File: config.mk
export PLATFORM = sky130hd
export DESIGN_NAME = acq_sequencer
export DESIGN_NICKNAME = d
export VERILOG_FILES = /design/src/rtl/acq_seq_pkg.sv /design/src/rtl/acq_slot_timer.sv /design/src/rtl/acq_chan_stepper.sv /design/src/rtl/acq_conv_ctrl.sv /design/src/rtl/acq_fifo_feed.sv /design/src/rtl/acq_sequencer.sv
export SDC_FILE = /design/constraint.sdc
export NUM_CORES = 1
export LEC_CHECK = 0
export ABC_AREA = 1
export BUFFER_PORTS_ARGS = -buffer_cell sky130_fd_sc_hd__buf_4
export CAP_MARGIN = 15
export CORE_ASPECT_RATIO = 2
export CORE_MARGIN = 1.5
export CORE_UTILIZATION = 51
export DETAILED_ROUTE_END_ITERATION = 7
export PLACE_DENSITY = 0.83
export SLEW_MARGIN = 15
export SYNTH_ARGS = -nofsm -noshare
export SYNTH_HDL_FRONTEND = slang
export SYNTH_SLANG_ARGS = --single-unit
File: constraint.sdc
create_clock -name clk -period 1.8 [get_ports clk]
set_input_delay 0.27 -clock clk [delete_from_list [all_inputs] [get_ports clk]]
set_output_delay 0.27 -clock clk [all_outputs]
set_load 0.01 [all_outputs]
File: src/rtl/acq_seq_pkg.sv
package acq_seq_pkg;

  // Conversion handshake phase within one slot
  typedef enum logic {
    CONV_IDLE = 1'b0,
    CONV_WAIT = 1'b1
  } conv_state_e;

  // Width of a counter that must hold values 0 .. n-1
  function automatic int cnt_width(input int n);
    return (n > 1) ? $clog2(n) : 1;
  endfunction

endpackage

File: src/rtl/acq_slot_timer.sv
module acq_slot_timer
  import acq_seq_pkg::*;
#(
  parameter int SLOT_CYCLES = 24,
  localparam int CNT_W = cnt_width(SLOT_CYCLES)
) (
  input  logic             clk,
  input  logic             rst_n,
  input  logic             run_i,
  output logic             active_o,
  output logic [CNT_W-1:0] slot_cnt_o,
  output logic             slot_last_o
);

  localparam logic [CNT_W-1:0] LAST = CNT_W'(SLOT_CYCLES - 1);

  logic             active_q;
  logic [CNT_W-1:0] cnt_q;

  // Divider: counts clocks inside a slot; run is sampled only at the slot end
  always_ff @(posedge clk) begin
    if (!rst_n) begin
      active_q <= 1'b0;
      cnt_q    <= '0;
    end else if (!active_q) begin
      cnt_q <= '0;
      if (run_i) active_q <= 1'b1;
    end else if (cnt_q == LAST) begin
      cnt_q    <= '0;
      active_q <= run_i;
    end else begin
      cnt_q <= cnt_q + 1'b1;
    end
  end

  assign active_o    = active_q;
  assign slot_cnt_o  = cnt_q;
  assign slot_last_o = active_q && (cnt_q == LAST);

  // the sequencer only leaves the active state at the end of a slot
  assert_slot_end_stop_R10: assert property (@(posedge clk) disable iff (!rst_n)
    $fell(active_q) |-> $past(cnt_q) == LAST);

endmodule

File: src/rtl/acq_chan_stepper.sv
module acq_chan_stepper
  import acq_seq_pkg::*;
#(
  parameter int NUM_CH = 32,
  localparam int CH_W = cnt_width(NUM_CH)
) (
  input  logic            clk,
  input  logic            rst_n,
  input  logic            run_i,
  input  logic            slot_last_i,
  output logic [CH_W-1:0] chan_o
);

  localparam logic [CH_W-1:0] LAST_CH = CH_W'(NUM_CH - 1);

  logic [CH_W-1:0] chan_q;
  logic [CH_W-1:0] chan_next;

  // Wrap logic: a power-of-two channel count wraps for free
  generate
    if (NUM_CH == (1 << CH_W)) begin : g_pow2
      assign chan_next = chan_q + 1'b1;
    end else begin : g_cmp
      assign chan_next = (chan_q == LAST_CH) ? '0 : chan_q + 1'b1;
    end
  endgenerate

  always_ff @(posedge clk) begin
    if (!rst_n) begin
      chan_q <= '0;
    end else if (slot_last_i) begin
      chan_q <= run_i ? chan_next : '0;
    end
  end

  assign chan_o = chan_q;

  // the select never moves inside a slot
  assert_sel_at_boundary_R2: assert property (@(posedge clk) disable iff (!rst_n)
    !$stable(chan_q) |-> $past(slot_last_i));

endmodule

File: src/rtl/acq_conv_ctrl.sv
module acq_conv_ctrl
  import acq_seq_pkg::*;
#(
  parameter int SLOT_CYCLES = 24,
  parameter int DATA_W = 12,
  parameter int CH_W = 5,
  parameter int SETTLE_W = 8,
  localparam int CNT_W = cnt_width(SLOT_CYCLES)
) (
  input  logic              clk,
  input  logic              rst_n,
  input  logic              active_i,
  input  logic [CNT_W-1:0]  slot_cnt_i,
  input  logic              slot_last_i,
  input  logic [SETTLE_W-1:0] settle_i,
  input  logic [CH_W-1:0]   chan_i,
  input  logic              adc_done_i,
  input  logic [DATA_W-1:0] adc_data_i,
  output logic              adc_start_o,
  output logic              adc_rd_o,
  output logic              cap_valid_o,
  output logic [DATA_W-1:0] cap_sample_o,
  output logic [CH_W-1:0]   cap_chan_o,
  output logic              cap_frame_o
);

  conv_state_e state_q;
  logic        start;
  logic        take;

  // Start fires when the in-slot count reaches the settling delay
  assign start = active_i && (int'(slot_cnt_i) == int'(settle_i));
  assign take  = (state_q == CONV_WAIT) && adc_done_i;

  // The window opens after the start and closes with the slot
  always_ff @(posedge clk) begin
    if (!rst_n) begin
      state_q <= CONV_IDLE;
    end else begin
      unique case (state_q)
        CONV_IDLE: if (start && !slot_last_i) state_q <= CONV_WAIT;
        CONV_WAIT: if (adc_done_i || slot_last_i) state_q <= CONV_IDLE;
        default:   state_q <= CONV_IDLE;
      endcase
    end
  end

  assign adc_start_o  = start;
  assign adc_rd_o     = take;
  assign cap_valid_o  = take;
  assign cap_sample_o = adc_data_i;
  assign cap_chan_o   = chan_i;
  assign cap_frame_o  = (chan_i == '0);

  // a result is never taken in the clock that starts a conversion
  assert_start_rd_apart_R7: assert property (@(posedge clk) disable iff (!rst_n)
    $onehot0({start, take}));

  // results are only read inside an active slot
  assert_rd_in_slot_R5: assert property (@(posedge clk) disable iff (!rst_n)
    take |-> active_i);

endmodule

File: src/rtl/acq_fifo_feed.sv
module acq_fifo_feed #(
  parameter int DATA_W = 12,
  parameter int CH_W = 5,
  localparam int OUT_W = DATA_W + CH_W + 1
) (
  input  logic              clk,
  input  logic              rst_n,
  input  logic              cap_valid_i,
  input  logic [DATA_W-1:0] cap_sample_i,
  input  logic [CH_W-1:0]   cap_chan_i,
  input  logic              cap_frame_i,
  input  logic              fifo_ready_i,
  output logic              fifo_valid_o,
  output logic [OUT_W-1:0]  fifo_data_o,
  output logic              overflow_o
);

  logic             valid_q;
  logic [OUT_W-1:0] data_q;
  logic             ovf_q;

  // One-clock offer; a refused offer is lost and remembered
  always_ff @(posedge clk) begin
    if (!rst_n) begin
      valid_q <= 1'b0;
      data_q  <= '0;
      ovf_q   <= 1'b0;
    end else begin
      valid_q <= cap_valid_i;
      if (cap_valid_i) data_q <= {cap_frame_i, cap_chan_i, cap_sample_i};
      if (valid_q && !fifo_ready_i) ovf_q <= 1'b1;
    end
  end

  assign fifo_valid_o = valid_q;
  assign fifo_data_o  = data_q;
  assign overflow_o   = ovf_q;

  // the overflow flag is sticky
  assert_ovf_sticky_R9: assert property (@(posedge clk) disable iff (!rst_n)
    ovf_q |=> ovf_q);

endmodule

File: src/rtl/acq_sequencer.sv
module acq_sequencer
  import acq_seq_pkg::*;
#(
  parameter int NUM_CH = 32,
  parameter int DATA_W = 12,
  parameter int SLOT_CYCLES = 24,
  parameter int SETTLE_W = 8,
  localparam int CH_W = cnt_width(NUM_CH),
  localparam int CNT_W = cnt_width(SLOT_CYCLES),
  localparam int OUT_W = DATA_W + CH_W + 1
) (
  input  logic                clk,
  input  logic                rst_n,
  input  logic                run,
  input  logic [SETTLE_W-1:0] settle,
  output logic [CH_W-1:0]     mux_sel,
  output logic                adc_start,
  input  logic                adc_done,
  input  logic [DATA_W-1:0]   adc_data,
  output logic                adc_rd,
  output logic                fifo_valid,
  input  logic                fifo_ready,
  output logic [OUT_W-1:0]    fifo_data,
  output logic                overflow
);

  logic             active;
  logic [CNT_W-1:0] slot_cnt;
  logic             slot_last;
  logic             cap_valid;
  logic [DATA_W-1:0] cap_sample;
  logic [CH_W-1:0]  cap_chan;
  logic             cap_frame;

  acq_slot_timer #(.SLOT_CYCLES(SLOT_CYCLES)) u_timer (
    .clk        (clk),
    .rst_n      (rst_n),
    .run_i      (run),
    .active_o   (active),
    .slot_cnt_o (slot_cnt),
    .slot_last_o(slot_last)
  );

  acq_chan_stepper #(.NUM_CH(NUM_CH)) u_step (
    .clk        (clk),
    .rst_n      (rst_n),
    .run_i      (run),
    .slot_last_i(slot_last),
    .chan_o     (mux_sel)
  );

  acq_conv_ctrl #(
    .SLOT_CYCLES(SLOT_CYCLES),
    .DATA_W     (DATA_W),
    .CH_W       (CH_W),
    .SETTLE_W   (SETTLE_W)
  ) u_conv (
    .clk         (clk),
    .rst_n       (rst_n),
    .active_i    (active),
    .slot_cnt_i  (slot_cnt),
    .slot_last_i (slot_last),
    .settle_i    (settle),
    .chan_i      (mux_sel),
    .adc_done_i  (adc_done),
    .adc_data_i  (adc_data),
    .adc_start_o (adc_start),
    .adc_rd_o    (adc_rd),
    .cap_valid_o (cap_valid),
    .cap_sample_o(cap_sample),
    .cap_chan_o  (cap_chan),
    .cap_frame_o (cap_frame)
  );

  acq_fifo_feed #(.DATA_W(DATA_W), .CH_W(CH_W)) u_feed (
    .clk         (clk),
    .rst_n       (rst_n),
    .cap_valid_i (cap_valid),
    .cap_sample_i(cap_sample),
    .cap_chan_i  (cap_chan),
    .cap_frame_i (cap_frame),
    .fifo_ready_i(fifo_ready),
    .fifo_valid_o(fifo_valid),
    .fifo_data_o (fifo_data),
    .overflow_o  (overflow)
  );

  // whenever the timer is idle the multiplexer rests on channel 0
  assert_idle_sel_zero_R10: assert property (@(posedge clk) disable iff (!rst_n)
    !active |-> mux_sel == '0);

  // every FIFO offer is preceded by a converter read
  assert_valid_after_rd_R5: assert property (@(posedge clk) disable iff (!rst_n)
    fifo_valid |-> $past(adc_rd));

endmodule

# == Word-level counts from Yosys, hierarchy flattened ==
# Cells that the tools add are included.
# classes
n_addsub,2
n_eq_ne,2
muxes,7
bitwise_logic,3
reduce_logical,10
# op_table
op,count
$add 5x1->5 const B,2
$eq 6x8->1,1
$eq 5x5->1 const B,1
$logic_and 1x1->1,5
$logic_not 5->1,1
$mux 1,5
$mux 5,1
$not 1->1,3
$reduce_or 3->1,1
$logic_not 1->1,2
$pmux 1 s2,1
$logic_or 1x1->1,1
# totals
register_bits,32
inputBits,25
out_inout_bits,27
wordCells,31

# == Logic depth before layout (Yosys ltp) ==
# Gate-level depths: netlist of the first run.
# depth
ltp_word,6
depth_mapped,8
mapped_depth_nobuf,8

# == By module ==
# Synthesis of the first run repeated with hierarchy kept, for this count alone.
# hier_totals
cells_unflattened,212
area_unflattened_um2,1552.7
# by_module_without_submodules
mod,n_inst,cells_per_inst,area_each_um2,seq_area_each_um2
acq_fifo_feed,1,87,729.4,400.4
acq_conv_ctrl,1,61,341.6,20.0
acq_slot_timer,1,30,246.5,120.1
acq_chan_stepper,1,34,235.2,100.1

# == Worst setup path before layout of the first run ==
# OpenSTA, ideal clock, no wires.
# synth_path
path_kind,flip-flop to output port
start,"register u_timer.active_q, in the netlist u_timer.active_o"
end,output adc_start
arrival_ns,1.052
required_ns,1.530
slack_ns,0.478
path_stages_with_launch,8
path_buffers,1
cell_sequence,dfxtp_1 -> buf_2 -> inv_1 -> nor2_1 -> nand2_1 -> nor2_1 -> nand2_1 -> nor3_1
# synth_between
elab_chain_cells,1
# synth_rtl
element,line_no,rtl
from (decl),acq_slot_timer.sv:17,logic active_q;
from (signal assigned),acq_slot_timer.sv:30,active_q <= run_i;
$logic_and 1x1->1,acq_conv_ctrl.sv:32,assign start = active_i && (int'(slot_cnt_i) == int'(settle_i));
to (decl),acq_sequencer.sv:17,"output logic adc_start,"
# No other way between the ends.

# == Worst setup path after layout of the first run ==
# layout_path
start,"register u_timer.cnt_q[4], in the netlist u_timer.slot_cnt_o[4]"
end,output adc_start
# layout_between
elab_chain_cells,2
# layout_rtl
element,line_no,rtl
from (decl),acq_slot_timer.sv:18,logic [CNT_W-1:0] cnt_q;
from (signal assigned),acq_slot_timer.sv:32,cnt_q <= cnt_q + 1'b1;
$eq 6x8->1,acq_conv_ctrl.sv:32,
$logic_and 1x1->1,acq_conv_ctrl.sv:32,
# No other way between the ends.

==> impl_metrics.toml, run 1 <==
[yosys]
syn-cell-area_mm2 = 0.00135
synth-seq-area-share = 0.474
syn-instance-count = 171
synth_warnings = 0
syn_nets = 199
synth_cell_types = 23
synth_xor_area_frac = 0.0130
avgSynthCellArea_um2 = 7.90
synthAdderAreaFrac = 0.0278
synth_top_family_by_area = "simple AND/OR/NAND/NOR gates"
synth.area.mux_share = 0
synth_compound_area_frac = 0.129
ys_ff_latch = 32
synth-simple-area-share = 0.261

[die]
coreArea_mm2 = 0.00254
die-area_mm2 = 0.00299
die_y_um = 75.8
initial_core_util = 0.533
rows = 26
die_w_um = 39.4
ios = 52

[setup_path]
ff2ff_setup_slack_ps = 420
worst-path-buf-inv = 2
crit_chain = "inv_2 -> nand2_1 -> nand2_1 -> nor2_1 -> nand2_1 -> nor3_1 -> buf_4"
worstSetupPathType = "flip-flop to output port"
crit_start = "u_timer.slot_cnt_o[4]"
required_ps = 1530
r2r_cells = 6
cp-start-kind = "flip-flop"
reg2reg_to = "u_step.chan_o[3]"
cpPeakStageDelay_ps = 410
reg2reg_from = "u_timer.slot_cnt_o[0]"
worstPathMaxFanout = 4
crit_cells = 7
crit_path_end = "adc_start"
path_common_cell = "nand2_1"
path_delay_family = "simple AND/OR/NAND/NOR gates"
slowest_stage = "dfxtp_1"
arrival_ps = 1360
worstSetupEndpointType = "output port"

[pwr]
peakVddDrop_mv = 0.721
power.density_mw_per_mm2 = 736
p_leak_nw = 0.909

[drt]
firstDrtPassIters = 4
drcViolationCount = 0
viasPerCell = 5.16
wl_per_cell_um = 12.5
vias = 1320
drt_iter0_drc = 22
wirelength_mm = 3.20
final_antenna_net_count = 0

[clock_tree]
cts_resized = 0
cts_tree = "yes"
clock_tree.root_cell = "clkbuf_8"
cts.clk_slew.worst_paths_ps = 60
numClockSinks = 32
cts_inserted_buffers = 5
clockBufferDepth = 2
post-cts-setup-buffers = 0
postCtsHoldBufs = 0
worstSkewPairLatency_ps = 270
h-tree-depth = 2

[layout]
fin_area_mm2 = 0.00184
drive_gt1_frac = 0.303
final_nets = 255
fillers = 204
diodes = 0
area.growth.synth_to_final_pct = 36.1

[sta]
tns_ps = 0
finalHoldViolations = 0
rsz0062_at_grt = "no"
setup_viol = 0
finalCriticalPeriod_ps = 1630
period_share = 0.903
clock_skew_ps = 4.91
slew_headroom = 0.778
final_max_slew_viol_count = 0
worst_pin_slew_ps = 332
fmax_mhz = 615

[place]
gp_congestion = 0.856
placed_area_mm2 = 0.00175
port-buffer-count = 51
post-dp-hpwl_mm = 2.50

[global_routing]
grt_max_degree = 20
antenna_found_initial = 0
grt_overflow = 0
grt_pass1_vias = 1209
grt_pass1_wl_mm = 4.89
grtUsageTotal = 0.238

[min_path]
min_from = "adc_data[0]"
whs_path_depth = 2
hold_path_class = "primary input to flip-flop"

[outcome]
status = "finished, final reports clean"

[run]
cap_violations = 0
==> flip-flops by register name, indices dropped and copies added (netlist names) <==
register and cells:
u_feed.fifo_valid_o 1, u_feed.fifo_data_o 18, u_conv.state_q 1, u_timer.slot_cnt_o 5
u_feed.overflow_o 1, u_step.chan_o 5, u_timer.active_o 1
==> cells in the mapped netlist <==
cell,number,area share
inv_2,4,0.011
xnor2_1,1,0.0065
o21ai_2,1,0.0065
a21oi_1,4,0.015
nor2_1,17,0.047
inv_1,23,0.064
nor3_1,2,0.0074
nand4_1,5,0.023
buf_6,2,0.017
nor2_4,1,0.0083
nor3_4,1,0.012
xor2_1,1,0.0065
dfxtp_1,32,0.47
a22o_1,12,0.078
nand2_2,2,0.0093
buf_2,1,0.0037
nand3_1,6,0.022
nor2_2,1,0.0046
o21ai_1,1,0.0037
o21ai_0,7,0.026
ha_1,3,0.028
nand2_1,43,0.12
nand3_2,1,0.0074
==> routing by layer <==
layer | part of all wire | global-route usage | up-vias
li1 | - | - | 659
met4 | 0.022 | 0.138 | 0
met2 | 0.54 | 0.437 | 57
met3 | 0.078 | 0.0583 | 10
met1 | 0.36 | 0.223 | 594
met5 | 0 | 0 | -
==> stage by stage <==
stage	hold WS, ps	total power [mW]	worst slack, ps	instances	utilization
floorplan	397	0.773	478	171	-
global placement	436	0.822	486	248	0.689
detailed placement	455	0.827	434	248	0.689
CTS	214	1.37	163	256	0.725
global route	205	1.41	48.9	256	0.725
finish	220	1.35	175	256	0.725
==> cell families after synthesis <==
group,after synthesis
XOR/XNOR,2
adder cells (fa/ha/maj),3
AO/OA/AOI/OAI,25
AND/OR/NAND/NOR,79
flip-flops,32
buffers and inverters,30
==> report_power, final <==
part | total [mW] | switching (mW) | internal (mW)
Combinational | 0.0943 | 0.0458 | 0.0485
Sequential | 0.718 | 0.00437 | 0.713
Clock | 0.541 | 0.230 | 0.311
==> layout make-up <==
cell class                 instances  area (um2)  area share
clock buffer                       8        90.1      0.0490
inverter                          27         101      0.0551
multi-input combinational        109         582       0.316
sequential                        32         641       0.348
tap                               28        35.0      0.0190
timing repair buffer              52         390       0.212
==> worst min path at each step <==
stage	end
global placement	u_conv.state_q
detailed placement	u_feed.fifo_data_o[15]
CTS	u_feed.fifo_data_o[11]
finish	u_feed.fifo_data_o[0]
floorplan	u_step.chan_o[3]
global route	u_feed.fifo_data_o[11]
==> layout by cell type (no fill, tap or decap) <==
master	n
o21ai_1	1
nor2_4	1
nor3_4	1
nand2_2	2
clkbuf_1	2
ha_1	3
nand3_1	6
a21oi_1	4
nand4_1	5
clkbuf_8	6
nor3_1	2
nand2_1	43
dfxtp_1	32
o21ai_2	1
a22o_1	12
o21ai_0	7
nor2_1	17
buf_4	52
nand3_2	1
inv_1	23
inv_2	4
nor2_2	1
xnor2_1	1
xor2_1	1
Power figures use the tool's default switching activity.
==> inputs of run 2 (changes only) <==
--- a/config.mk
+++ b/config.mk
@@ -5,7 +5,6 @@
 export SDC_FILE = /design/constraint.sdc
 export NUM_CORES = 1
 export LEC_CHECK = 0
-export ABC_AREA = 1
 export BUFFER_PORTS_ARGS = -buffer_cell sky130_fd_sc_hd__buf_4
 export CAP_MARGIN = 15
 export CORE_ASPECT_RATIO = 2
==> run 2 against run 1 <==
  * Critical path depth shrank 3
  * Clock-buffer cell count is the same
  * Largest power group unchanged
  * Non-clock buffer count grew 1
  * Synthesized cell count shrank 11%
  * Wire length shrank 4.3%
  * Via count shrank 7.4%
  * Clock power grew 1%
  * Utilization grew 1.0 points
  * Die area shrank 1.3%
  * Sequential share of layout area is essentially flat
  * Global-route usage shrank 0.23 points
  * Fmax is essentially flat
==> impl_metrics.toml, run 2 <==
[outcome]
status = "finished, final reports clean"

[yosys]
synth_commonest_cells = "46 x nand2_1, 32 x dfxtp_1, 21 x a21boi_0"
ys.flop_type = "dfxtp_1"
synth_top_area_share = 0.481
synth_area_leader_cell = "dfxtp_1"
synth.area.top_cells = "dfxtp_1 48%, nand2_1 13%, a21boi_0 12%"
async_reset_ff_frac = 0
syn-instance-count = 152
syn-cell-area_mm2 = 0.00133
avgSynthCellArea_um2 = 8.77
synth_most_common_cell = "nand2_1"
synth_warnings = 0
synth_edf_count = 0
synth-seq-area-share = 0.481
synth_cell_types = 29
syn_nets = 180
ys_ff_latch = 32

[global_routing]
grt_overflow = 0
grt_max_degree = 30
grt_pass1_vias = 1173
antenna_found_initial = 0
grt_pass1_wl_mm = 4.77
grtUsageTotal = 0.236

[setup_path]
required_ps = 1530
worstPathMaxFanout = 6
arrival_ps = 1360
ff2ff_setup_slack_ps = 190
worstSetupEndpointType = "output port"
cp-start-kind = "flip-flop"
worstSetupPathType = "flip-flop to output port"

[drt]
drt_iter0_drc = 30
final_antenna_net_count = 0
drcViolationCount = 0
wl_per_cell_um = 13.0
vias = 1222
wirelength_mm = 3.07
viasPerCell = 5.18
firstDrtPassIters = 4

[die]
die_w_um = 39.1
die_y_um = 75.3
rows = 26
initial_core_util = 0.532
die-area_mm2 = 0.00295
coreArea_mm2 = 0.00250
ios = 52

[layout]
diodes = 0
area.growth.synth_to_final_pct = 38.2
layout_commonest_cell = "buf_4"
most-common-layout-cells = "53 x buf_4, 46 x nand2_1, 32 x dfxtp_1, 21 x a21boi_0, 6 x clkbuf_8"
final_cells = 236
fillers = 193
drive_gt1_frac = 0.303
multiInputGateArea_um2 = 663
largest_reg_flops = 18
final_nets = 235
fin_util = 0.735
ff_latch_area_um2 = 641

[clock_tree]
worstSkewPairLatency_ps = 280
post-cts-setup-buffers = 0
clockBufferDepth = 2
numClockSinks = 32
cts_tree = "yes"
cts_inserted_buffers = 5
cts.clk_slew.worst_paths_ps = 60
h-tree-depth = 2
clock_tree.root_cell = "clkbuf_8"

[min_path]
hold_path_class = "primary input to flip-flop"

[place]
place_inst = 228
gp_congestion = 0.825
port-buffer-count = 51
post-dp-hpwl_mm = 2.39
dpl_worst_slack_ps = 212

[sta]
worst_pin_slew_ps = 282
fmax_mhz = 615
postLayoutSetupSlackWorst_ps = 175
clock_skew_ps = 8.14
tns_ps = 0
finalCriticalPeriod_ps = 1630
rsz0062_at_grt = "no"
period_share = 0.903
slew_headroom = 0.811
setup_viol = 0
finalHoldViolations = 0
final_max_slew_viol_count = 0

[pwr]
power.density_mw_per_mm2 = 730
p_leak_nw = 0.782
finalPower_mw = 1.34
peakVddDrop_mv = 0.543

[run]
cap_violations = 0
## run 2: cell types whose count changed after synthesis, moves of 3 or more
cell	change
xnor2_1	+4
o21a_1	+3
a21oi_1	-4
nand2_1	+3
and3_1	+3
inv_2	-4
o21ai_0	-6
nor2_1	-13
a22o_1	-12
clkbuf_1	+4
a21boi_0	+21
inv_1	-20
nand4_1	-5
## run 2: cell families (layout without fill, tap and decap cells)
group	Yosys count	after routing	share of synthesized area
compound gates	27	27	0.151
xor+xnor	8	8	0.0526
fa+ha+maj	3	3	0.0282
buf+inv	9	65	0.0263
flops	32	32	0.481
mux	1	1	0.00751
simple gates	72	72	0.254
## run 2: worst paths after layout
path,from,cells past startpoint,endpoint
setup / recovery,u_timer.active_o,4,adc_start
hold / removal,adc_done,2,u_feed.fifo_valid_o
setup reg to reg,u_timer.slot_cnt_o[0],5,u_step.chan_o[2]
hold reg to reg,u_feed.fifo_data_o[11],2,u_feed.fifo_data_o[11]
## run 2: worst max-delay path, stage by stage (launching register included)
cell	delay, ps
dfxtp_1	410
nor4b_2	230
nand2_1	100
nor3_1	190
buf_4	150
## run 2: timing repair
action,CTS,global route
setup endpoints to repair,0,1
hold buffers,0,0
gates resized for setup,0,1
## run 2: final cells by class
class	instances	share of cell area
clock buffers	8	0.0489
flip-flops and latches	32	0.348
repair buffers	53	0.216
inverters	4	0.00815
multi-input cells	111	0.360
well taps	28	0.0190
## run 2: stage by stage
stage / hold WS, ps / cell area (um2)
after floorplan: 377 / 1330
after global placement: 449 / 1750
after detailed placement: 458 / 1750
after CTS: 236 / 1840
after global routing: 240 / 1840
final: 243 / 1840
## run 2: metal layers
metal,vias to the layer above,global-route usage,part of all wire
met5,-,0,0
met4,0,0.123,0.020
met3,6,0.0700,0.052
met2,41,0.461,0.60
met1,566,0.192,0.33
li1,609,-,-
## run 2: report_power, final
part / leakage [nW] / internal [mW] / total (mW) / switching, mW
Clock: 0.0455 / 0.311 / 0.547 / 0.236
Sequential: 0.258 / 0.713 / 0.719 / 0.00590
Combinational: 0.479 / 0.0497 / 0.0785 / 0.0289
Total: 0.782 / 1.07 / 1.34 / 0.271
==> inputs of run 3 (changes only) <==
--- a/config.mk
+++ b/config.mk
@@ -12,6 +12,7 @@
 export CORE_UTILIZATION = 51
 export DETAILED_ROUTE_END_ITERATION = 7
 export PLACE_DENSITY = 0.83
+export RECOVER_POWER = 50
 export SLEW_MARGIN = 15
 export SYNTH_ARGS = -nofsm -noshare
 export SYNTH_HDL_FRONTEND = slang
==> run 3 against run 2 <==
  * Flip-flop and latch count did not move
  * Sequential power barely moved
  * Hold slack barely moved
  * Register-to-register slack barely moved
  * Power barely moved
  * Clock power barely moved
  * Utilization fell by 3.0 points
  * Design area fell by 4.1%
  * Non-clock buffer count did not move
  * Via count fell by 0.33%
  * Sequential share of layout area rose by 1.5 points
  * Critical endpoint unchanged
  * Largest cell class unchanged
==> impl_metrics.toml, run 3 (same netlist as run 2, synthesis figures left out) <==
[outcome]
status = "finished, final reports clean"

[layout]
fin_area_mm2 = 0.00177
fin_util = 0.705
final_nets = 235
drive_gt1_frac = 0.207
fillers = 226
final_cells = 236
diodes = 0
layout_commonest_cell = "nand2_1"
largest_reg_flops = 18
area.growth.synth_to_final_pct = 32.6
most-common-layout-cells = "46 x nand2_1, 33 x buf_4, 32 x dfxtp_1, 22 x clkbuf_1, 21 x a21boi_0"

[pwr]
switching_share = 0.201
p_comb_frac = 0.058
peakVddDrop_mv = 0.547
power.density_mw_per_mm2 = 761
p_seq_frac = 0.535
power.switching_mw = 0.270
p_int_mw = 1.07
finalPower_mw = 1.34
p_leak_nw = 0.697
clockPowerShare = 0.407

[clock_tree]
numClockSinks = 32
cts_inserted_buffers = 5
worstSkewPairLatency_ps = 280
clockBufferDepth = 2
clock_tree.root_cell = "clkbuf_8"
cts.clk_slew.worst_paths_ps = 60
h-tree-depth = 2
cts_tree = "yes"

[sta]
worst_pin_slew_ps = 291
postLayoutSetupSlackWorst_ps = 175
final_max_slew_viol_count = 0
clock_skew_ps = 8.05
rsz0062_at_grt = "no"
tns_ps = 0
period_share = 0.903
worst_hold_slack_ps = 243
finalHoldViolations = 0
setup_viol = 0
finalCriticalPeriod_ps = 1620
fmax_mhz = 616
slew_headroom = 0.805

[min_path]
hold_path_class = "primary input to flip-flop"

[drt]
drcViolationCount = 0
wirelength_mm = 3.08
final_antenna_net_count = 0
drt_iter0_drc = 29
met2_length_mm = 1.83
firstDrtPassIters = 4
wl_per_cell_um = 13.1
top_layer_used = "met4"
wl_met3_um = 153
vias = 1218
wl_met1_mm = 1.03
viasPerCell = 5.16

[place]
place_inst = 228
placed_area_mm2 = 0.00175
port-buffer-count = 51
dpl_worst_slack_ps = 212
post-dp-hpwl_mm = 2.39
gp_congestion = 0.825

[die]
die-area_mm2 = 0.00295
rows = 26
die_w_um = 39.1
coreArea_mm2 = 0.00250
ios = 52
initial_core_util = 0.532
die_y_um = 75.3

[setup_path]
required_ps = 1530
worstPathMaxFanout = 6
arrival_ps = 1350
cp-start-kind = "flip-flop"
worstSetupPathType = "flip-flop to output port"
worstSetupEndpointType = "output port"

[run]
cap_violations = 0

[global_routing]
antenna_found_initial = 0
grt_max_degree = 30
grt_overflow = 0
grtUsageTotal = 0.236
grt_pass1_wl_mm = 4.77
grt_pass1_vias = 1173
==> run 3: cell count changes in the layout (fill, tap and decap cells not counted), sizes merged <==
cell,previous run,this run
buf,53,33
clkbuf,8,28
==> run 3: routing by layer <==
layer,track usage,vias up
met2,0.461,38
met1,0.192,563
met5,0,-
met4,0.123,0
met3,0.0700,8
li1,-,609
==> run 3: final timing paths <==
path / startpoint / to / slack (ps) / depth (start not counted)
setup / recovery: u_timer.active_o / adc_start / 180 / 4
hold / removal: adc_done / u_feed.fifo_valid_o / 240 / 2
setup reg to reg: u_timer.slot_cnt_o[0] / u_step.chan_o[2] / 190 / 5
hold reg to reg: u_feed.fifo_data_o[11] / u_feed.fifo_data_o[11] / 460 / 2
==> run 3: final cells by class <==
cell class	instances	area, um2	area share
multi-input cells	111	663	0.375
flip-flops and latches	32	641	0.363
repair buffers	53	323	0.183
clock buffers	8	90.1	0.0510
well taps	28	35.0	0.0198
inverters	4	15.0	0.00850
==> run 3: timing repair <==
item,in CTS,in global routing
resized for setup,0,1
setup endpoints to repair,0,1
hold buffers,0,0
setup buffers,0,0
==> run 3: power groups by stage <==
| stage | Clock (mW) | Sequential, mW | Combinational, mW |
|---|---|---|---|
| 3_3_place_gp | 0 | 0.734 | 0.0757 |
| 2_1_floorplan | 0 | 0.733 | 0.0295 |
| 6_report | 0.546 | 0.719 | 0.0784 |
| 4_1_cts | 0.566 | 0.719 | 0.0783 |
| 3_5_place_dp | 0 | 0.735 | 0.0780 |
| 5_1_grt | 0.597 | 0.719 | 0.0853 |
==> run 3: critical path, cell delays in order, from the launching register on <==
cell     delay (ps)
dfxtp_1         410
nor4b_2         230
nand2_1         100
nor3_1          190
buf_4           150
